`src/rtl/sdac_pkg.sv`:
```
package sdac_pkg;
    localparam int CHIP_W = 4;
    localparam int CHAN_W = 4;
    localparam int CODE_W = 8;
    localparam int NUM_CH = 8;
    localparam int WORD_W = CHIP_W + CHAN_W + CODE_W;
    localparam int BANK_W = NUM_CH * CODE_W;

    typedef struct packed {
        logic [CHIP_W-1:0] chip;
        logic [CHAN_W-1:0] chan;
        logic [CODE_W-1:0] code;
    } word_t;

    function automatic logic [CODE_W-1:0] mid_code();
        logic [CODE_W-1:0] m;
        m = '0;
        m[CODE_W-1] = 1'b1;
        return m;
    endfunction

    function automatic logic [NUM_CH-1:0] chan_onehot(input logic [CHAN_W-1:0] a);
        logic [NUM_CH-1:0] v;
        v = '0;
        for (int i = 0; i < NUM_CH; i++) begin
            if (a == CHAN_W'(i)) v[i] = 1'b1;
        end
        return v;
    endfunction
endpackage

```
`src/rtl/sdac_shift_port.sv`:
```
module sdac_shift_port
    import sdac_pkg::*;
(
    input  logic  clk,
    input  logic  rst,
    input  logic  ser_in,
    input  logic  load_n,
    output word_t word,
    output logic  ser_out,
    output logic  ser_oe,
    output logic  strobe_fall
);
    logic [WORD_W-1:0] sreg;
    logic              out_bit;
    logic              load_q;

    always_ff @(posedge clk) begin
        if (rst) begin
            sreg    <= '0;
            out_bit <= 1'b0;
            load_q  <= 1'b1;
        end else begin
            load_q <= load_n;
            if (load_n) begin
                sreg    <= {sreg[WORD_W-2:0], ser_in};
                out_bit <= sreg[WORD_W-1];
            end
        end
    end

    assign word        = word_t'(sreg);
    assign ser_out     = out_bit;
    assign ser_oe      = load_q;
    assign strobe_fall = load_q & ~load_n;
endmodule

```
`src/rtl/sdac_addr_match.sv`:
```
module sdac_addr_match
    import sdac_pkg::*;
(
    input  word_t             word,
    input  logic [CHIP_W-1:0] strap,
    input  logic              strobe_fall,
    output logic [NUM_CH-1:0] wr_en
);
    logic hit;

    always_comb begin
        hit   = strobe_fall && (word.chip == strap);
        wr_en = hit ? chan_onehot(word.chan) : '0;
    end
endmodule

```
`src/rtl/sdac_chan_bank.sv`:
```
module sdac_chan_bank
    import sdac_pkg::*;
(
    input  logic              clk,
    input  logic              rst,
    input  logic [NUM_CH-1:0] wr_en,
    input  logic [CODE_W-1:0] din,
    output logic [BANK_W-1:0] codes
);
    for (genvar g = 0; g < NUM_CH; g++) begin : g_ch
        logic [CODE_W-1:0] hold;
        always_ff @(posedge clk) begin
            if (rst)           hold <= mid_code();
            else if (wr_en[g]) hold <= din;
        end
        assign codes[g*CODE_W +: CODE_W] = hold;
    end
endmodule

```
`src/rtl/octal_dac_front.sv`:
```
module octal_dac_front
    import sdac_pkg::*;
(
    input  logic              clk,
    input  logic              rst,
    input  logic              ser_in,
    input  logic              load_n,
    input  logic [CHIP_W-1:0] strap,
    output logic              ser_out,
    output logic              ser_oe,
    output logic [BANK_W-1:0] codes
);
    word_t             word;
    logic              strobe_fall;
    logic [NUM_CH-1:0] wr_en;

    sdac_shift_port u_shift (
        .clk(clk), .rst(rst), .ser_in(ser_in), .load_n(load_n),
        .word(word), .ser_out(ser_out), .ser_oe(ser_oe),
        .strobe_fall(strobe_fall)
    );

    sdac_addr_match u_match (
        .word(word), .strap(strap), .strobe_fall(strobe_fall), .wr_en(wr_en)
    );

    sdac_chan_bank u_bank (
        .clk(clk), .rst(rst), .wr_en(wr_en), .din(word.code), .codes(codes)
    );
endmodule

```
`config.mk`:
```
export PLATFORM = sky130hd
export DESIGN_NAME = octal_dac_front
export DESIGN_NICKNAME = d
export VERILOG_FILES = /design/src/rtl/sdac_pkg.sv /design/src/rtl/sdac_shift_port.sv /design/src/rtl/sdac_addr_match.sv /design/src/rtl/sdac_chan_bank.sv /design/src/rtl/octal_dac_front.sv
export SDC_FILE = /design/constraint.sdc
export NUM_CORES = 1
export LEC_CHECK = 0
export BUFFER_PORTS_ARGS = -buffer_cell sky130_fd_sc_hd__buf_4
export CORE_UTILIZATION = 40
export CTS_BUF_LIST = sky130_fd_sc_hd__clkbuf_8
export CTS_CLUSTER_SIZE = 24
export DETAILED_ROUTE_END_ITERATION = 8
export GPL_TIMING_DRIVEN = 0
export HOLD_SLACK_MARGIN = 0.1
export PLACE_DENSITY = 0.64
export SLEW_MARGIN = 20
export SYNTH_ARGS = -nofsm -noshare
export SYNTH_HDL_FRONTEND = slang
export SYNTH_SLANG_ARGS = --single-unit
```
`constraint.sdc`:
```
create_clock -name clk -period 1.9 [get_ports clk]
set_input_delay 0.19 -clock clk [delete_from_list [all_inputs] [get_ports clk]]
set_output_delay 0.19 -clock clk [all_outputs]
set_load 0.005 [all_outputs]
```
* Word-level counts from Yosys, hierarchy flattened *
Cells that the tools add are included.

storage, ports and cells
  register bits after elaboration = 82
  bits in writable memories = 0
  ROM bits = 0
  input port bits = 8
  latch bits = 0
  output and inout port bits = 66
  memories kept = 0
  word-level logic and storage cells = 32

operators by class
  add/subtract/negate cells = 0
  reduce and logical (&&, ||, !) cells = 2
  shift operators = 0
  bitwise gates (word level) = 2
  $lt $le $gt $ge = 0
  mux-type cells = 9
  multipliers = 0
  equal/unequal tests = 8
  divide/modulo/power cells = 0

operator list
  operator                                        number
  == test 4 x 3 -> 1 bit (second input constant)  4
  == test 4 x 2 -> 1 bit (second input constant)  2
  2-to-1 mux 1 bit                                8
  2-to-1 mux 8 bit                                1
  == test 4 x 1 -> 1 bit (second input constant)  1
  == test 4 bit                                   1
  logical NOT 4 bit                               1
  bitwise AND 1 bit                               1
  logical AND 1 bit                               1
  inverter 1 bit                                  1

* Longest topological paths before layout *
  depth in word-level cells = 4
  gate-level depth with buffers = 6
  gate-level depth less buffers = 4

* By module *
Synthesis repeated with hierarchy kept, for this count alone.

unflattened totals
  cell total of the unflattened synthesis = 296
  area total of the unflattened synthesis = 3135.5 sq um

modules (own cells, without submodules)
  module           area an instance (sq um)  cells an instance  times used  seq. area each (sq um)
  sdac_chan_bank   2309.7                    215                1           1281.2
  sdac_shift_port  650.6                     58                 1           360.3
  sdac_addr_match  175.2                     23                 1           0.0

* Worst setup path after synthesis *
Ideal clock, no wire load.

  path kind = register to register
  from = reg u_shift.sreg[14] (netlist: u_shift.word[14])
  to = reg u_bank.g_ch[6].hold[0]
  stages on the path, launching flop included = 5
  path buffers = 0
  arrival = 1.783 ns
  clock period less this slack = 1.855 ns
  setup time = 0.072 ns
  path slack = 0.045 ns
  required time = 1.828 ns
  cell sequence = dfxtp_1 > xor2_1 > or4b_4 > nor4_4 > mux2i_1

on the way
  word-level cells in the longest chain between the ends = 3

RTL lines
  element                   RTL line               RTL
  start: declaration        sdac_shift_port.sv:13  logic [WORD_W-1:0] sreg;
  start signal: assignment  sdac_shift_port.sv:25  sreg <= {sreg[WORD_W-2:0], ser_in};
  == test 4 bit             sdac_addr_match.sv:12  hit = strobe_fall && (word.chip == strap);
  logical AND 1 bit         sdac_addr_match.sv:12
  2-to-1 mux 8 bit          sdac_addr_match.sv:13  wr_en = hit ? chan_onehot(word.chan) : '0;
  end signal: assignment    sdac_chan_bank.sv:13   if (rst) hold <= mid_code();
  end signal: assignment    sdac_chan_bank.sv:14   else if (wr_en[g]) hold <= din;
  end: declaration          sdac_chan_bank.sv:11   logic [CODE_W-1:0] hold;

No other way between the ends.
A chain may end at the register's enable or synchronous reset.

* Worst setup path after layout *
  from = reg u_shift.sreg[15] (netlist: u_shift.word[15])
  to = reg u_bank.g_ch[2].hold[4]

on the way
  word-level cells in the longest chain between the ends = 3

RTL lines
  element                 RTL line
  == test 4 bit           sdac_addr_match.sv:12
  logical AND 1 bit       sdac_addr_match.sv:12
  2-to-1 mux 8 bit        sdac_addr_match.sv:13
  end signal: assignment  sdac_chan_bank.sv:13
  end signal: assignment  sdac_chan_bank.sv:14
  end: declaration        sdac_chan_bank.sv:11

No other way between the ends.

==> impl_metrics.csv <==
group,metric,value,unit
placed_design,port_buffers,71,
timing,fin_crit,1.83,ns
logic_synthesis,ys_seq_area_frac,0.511,
logic_synthesis,yosys-top-cells-area,"dfxtp_1 (51%), mux2i_1 (25%), nand2b_1 (13%), nor2_1 (3.0%), clkbuf_1 (1.4%)",
routing,wl_per_cell,14.6,um
timing,tns,0,ns
floorplanning,dieArea,8400,um2
floorplanning,floorplan.initialDensity,0.414,
power,p_int,2.81,mW
clock_tree,tritoncts,"built",
logic_synthesis,syn_area_per_cell,10.8,um2
timing,slew_viol_final,0,
floorplanning,pin_count,74,
timing,hold_ws,0.231,ns
power,pwr_density_cell,824,nW/um2
logic_synthesis,netlist-cell-type-count,20,
floorplanning,rows,32,
min_path,hp-class,"input pin to flop",
final_layout,final_core_util,0.544,
clock_tree,path_clk_slew,0.08,ns
timing,clock.fmax,0.546,GHz
routing,via_per_inst,4.67,
logic_synthesis,synth_area_leader_cell,"dfxtp_1",
clock_tree,cts_buffers,9,
setup_path,end_kind,"flop",
setup_path,path_cells,"xor2_1 > or4b_4 > nor3b_2 > buf_6 > mux2i_1",
power,p_sw,0.673,mW
logic_synthesis,yosys.area.top_type_share,0.511,
routing,num_vias,2284,
routing,antenna_left,0,
timing,slew_headroom,0.538,
timing,worst_slew_pin_slew,0.693,ns
outcome,status,"complete, no violations",
floorplanning,core_area,7770,um2
global_routing,grt_util_all_layers,0.179,
floorplanning,die_w,91.7,um
global_routing,gr-total-overflow,0,
final_layout,most-common-layout-cells,"dfxtp_1 (82), mux2i_1 (81), buf_4 (77), nand2b_1 (64), nor2_1 (26)",
setup_path,crit_arrival,2.10,ns
clock_tree,root_buffer,"clkbuf_8",
power,p_comb_frac,0.033,
setup_path,setup.worst_path.start_class,"flop",
power,p_leak,1.88,nW
global_routing,grt_pass1_vias,2180,
logic_synthesis,yosys_warnings,0,
min_path,worst_hold_path.num_cells,3,
logic_synthesis,synth_seq_cells,82,
final_layout,layout-drive-gt1-share,0.271,
routing,drt_iter0_markers,82,
global_routing,grt_pass1_wl,11500,um
placed_design,hpwl,4800,um
logic_synthesis,syn_area,3220,um2
timing,setup_violations,0,
placed_design,place_ws,-0.183,ns
final_layout,area_delta_synth_final,31.4,%
setup_path,path_max_fanout,8,
setup_path,cp.required,2.17,ns
global_routing,grt_max_degree,14,
timing,period_share,0.965,
setup_path,r2r_cells,5,
global_routing,antenna_found_initial,0,
floorplanning,die_h,91.7,um
logic_synthesis,synth_cells,297,
final_layout,diodes,0,
power,seqPwrFrac,0.495,
clock_tree,clock_latency,0.35,ns
power,irDropWorstVdd,0.000400,V
timing,fin_ws,0.0670,ns
clock_tree,clock-sinks,82,
placed_design,dp.cells,470,
routing,route.detailed.drc,0,
power,switching_share,0.193,
final_layout,final_common_cell,"dfxtp_1",
flow_run,maxCapViolations,0,
timing,skew,0.00842,ns
clock_tree,h-tree-depth,3,
final_layout,nets,390,
final_layout,fin_cells,489,
setup_path,cpMaxStageDelayCell,"or4b_4",
setup_path,worst_path_largest_cell_delay,0.60,ns
routing,routed_wl,7140,um
logic_synthesis,syn_nets,305,
clock_tree,clock_path_buffers,2,
power,clkPwrFrac,0.472,
placed_design,place_congestion,0.792,
setup_path,worstSetupPathType,"flop to flop",
routing,dr.pass1.iters,4,
timing,finalHoldViolCount,0,
-- worst max-delay path, delay by kind of cell (launching register included) --
| family | cells | cell delay [ns] |
|---|---|---|
| xor+xnor | 1 | 0.20 |
| mux | 1 | 0.20 |
| simple gates | 2 | 0.83 |
| buf+inv | 1 | 0.18 |
| flops | 1 | 0.33 |
-- power by group through the flow --
stage / clock network [mW] / registers, mW / logic [mW]
after floorplan: 0 / 1.76 / 0.0758
after global placement: 0 / 1.76 / 0.108
after detailed placement: 0 / 1.76 / 0.108
after CTS: 1.68 / 1.72 / 0.111
after global routing: 1.75 / 1.72 / 0.126
final: 1.64 / 1.72 / 0.116
-- synthesized netlist by cell type --
master	n
dfxtp_1	82
mux2i_1	81
nand2b_1	65
nor2_1	26
clkbuf_1	12
buf_1	8
buf_4	4
xor2_1	4
nand2_1	3
nor3_1	2
and3b_1	1
nand3_2	1
nor2b_1	1
nor3b_1	1
nor4_1	1
nor4_4	1
nor4b_1	1
or2_2	1
or3b_1	1
or4b_4	1
-- state kept, by name, indices dropped and copies added (netlist names) --
| signal | count |
|---|---|
| u_bank.g_ch.hold | 64 |
| u_shift.ser_out | 1 |
| u_shift.word | 16 |
| u_shift.ser_oe | 1 |
-- through the flow --
stage                     area, um2  total power [mW]
final                          4230              3.48
after detailed placement       3880              1.87
after global routing           4230              3.60
after global placement         3880              1.87
after floorplan                3220              1.84
after CTS                      4180              3.51
-- cells by family after synthesis --
kind of cell           synth area share
multiplexers                      0.252
buffers and inverters            0.0327
AND/OR/NAND/NOR                   0.194
XOR/XNOR                         0.0109
flip-flops                        0.511
-- final cells by class --
| type | count | area [um2] |
|---|---|---|
| sequential | 82 | 1640 |
| clock inverter | 6 | 129 |
| buffer | 23 | 105 |
| fill | 729 | 3540 |
| tap | 102 | 128 |
| timing repair buffer | 75 | 566 |
| clock buffer | 10 | 138 |
| multi-input combinational | 191 | 1520 |
-- path summary, 6_finish.rpt --
| path | startpoint | to | slack (ns) |
|---|---|---|---|
| setup / recovery | u_shift.word[15] | u_bank.g_ch[2].hold[4] | 0.07 |
| hold / removal | load_n | u_shift.word[3] | 0.23 |
| setup reg to reg | u_shift.word[15] | u_bank.g_ch[2].hold[4] | 0.07 |
| hold reg to reg | u_bank.g_ch[0].hold[4] | u_bank.g_ch[0].hold[4] | 0.48 |
-- what timing repair did --
action | in CTS | in global routing
hold buffers | 1 | 0
pin swaps | 1 | 1
setup endpoints to repair | 35 | 48
setup buffers | 3 | 0
hold endpoints to repair | 1 | 0
resized for setup | 2 | 9
-- routing by layer --
| layer | vias up | wire length (um) | track usage |
|---|---|---|---|
| met4 | 0 | 68 | 0.0635 |
| met1 | 1072 | 3530 | 0.248 |
| met2 | 54 | 3270 | 0.273 |
| met3 | 7 | 276 | 0.0431 |
| li1 | 1151 | - | - |
| met5 | - | 0 | 0 |
(Power assumes the default switching activity.)
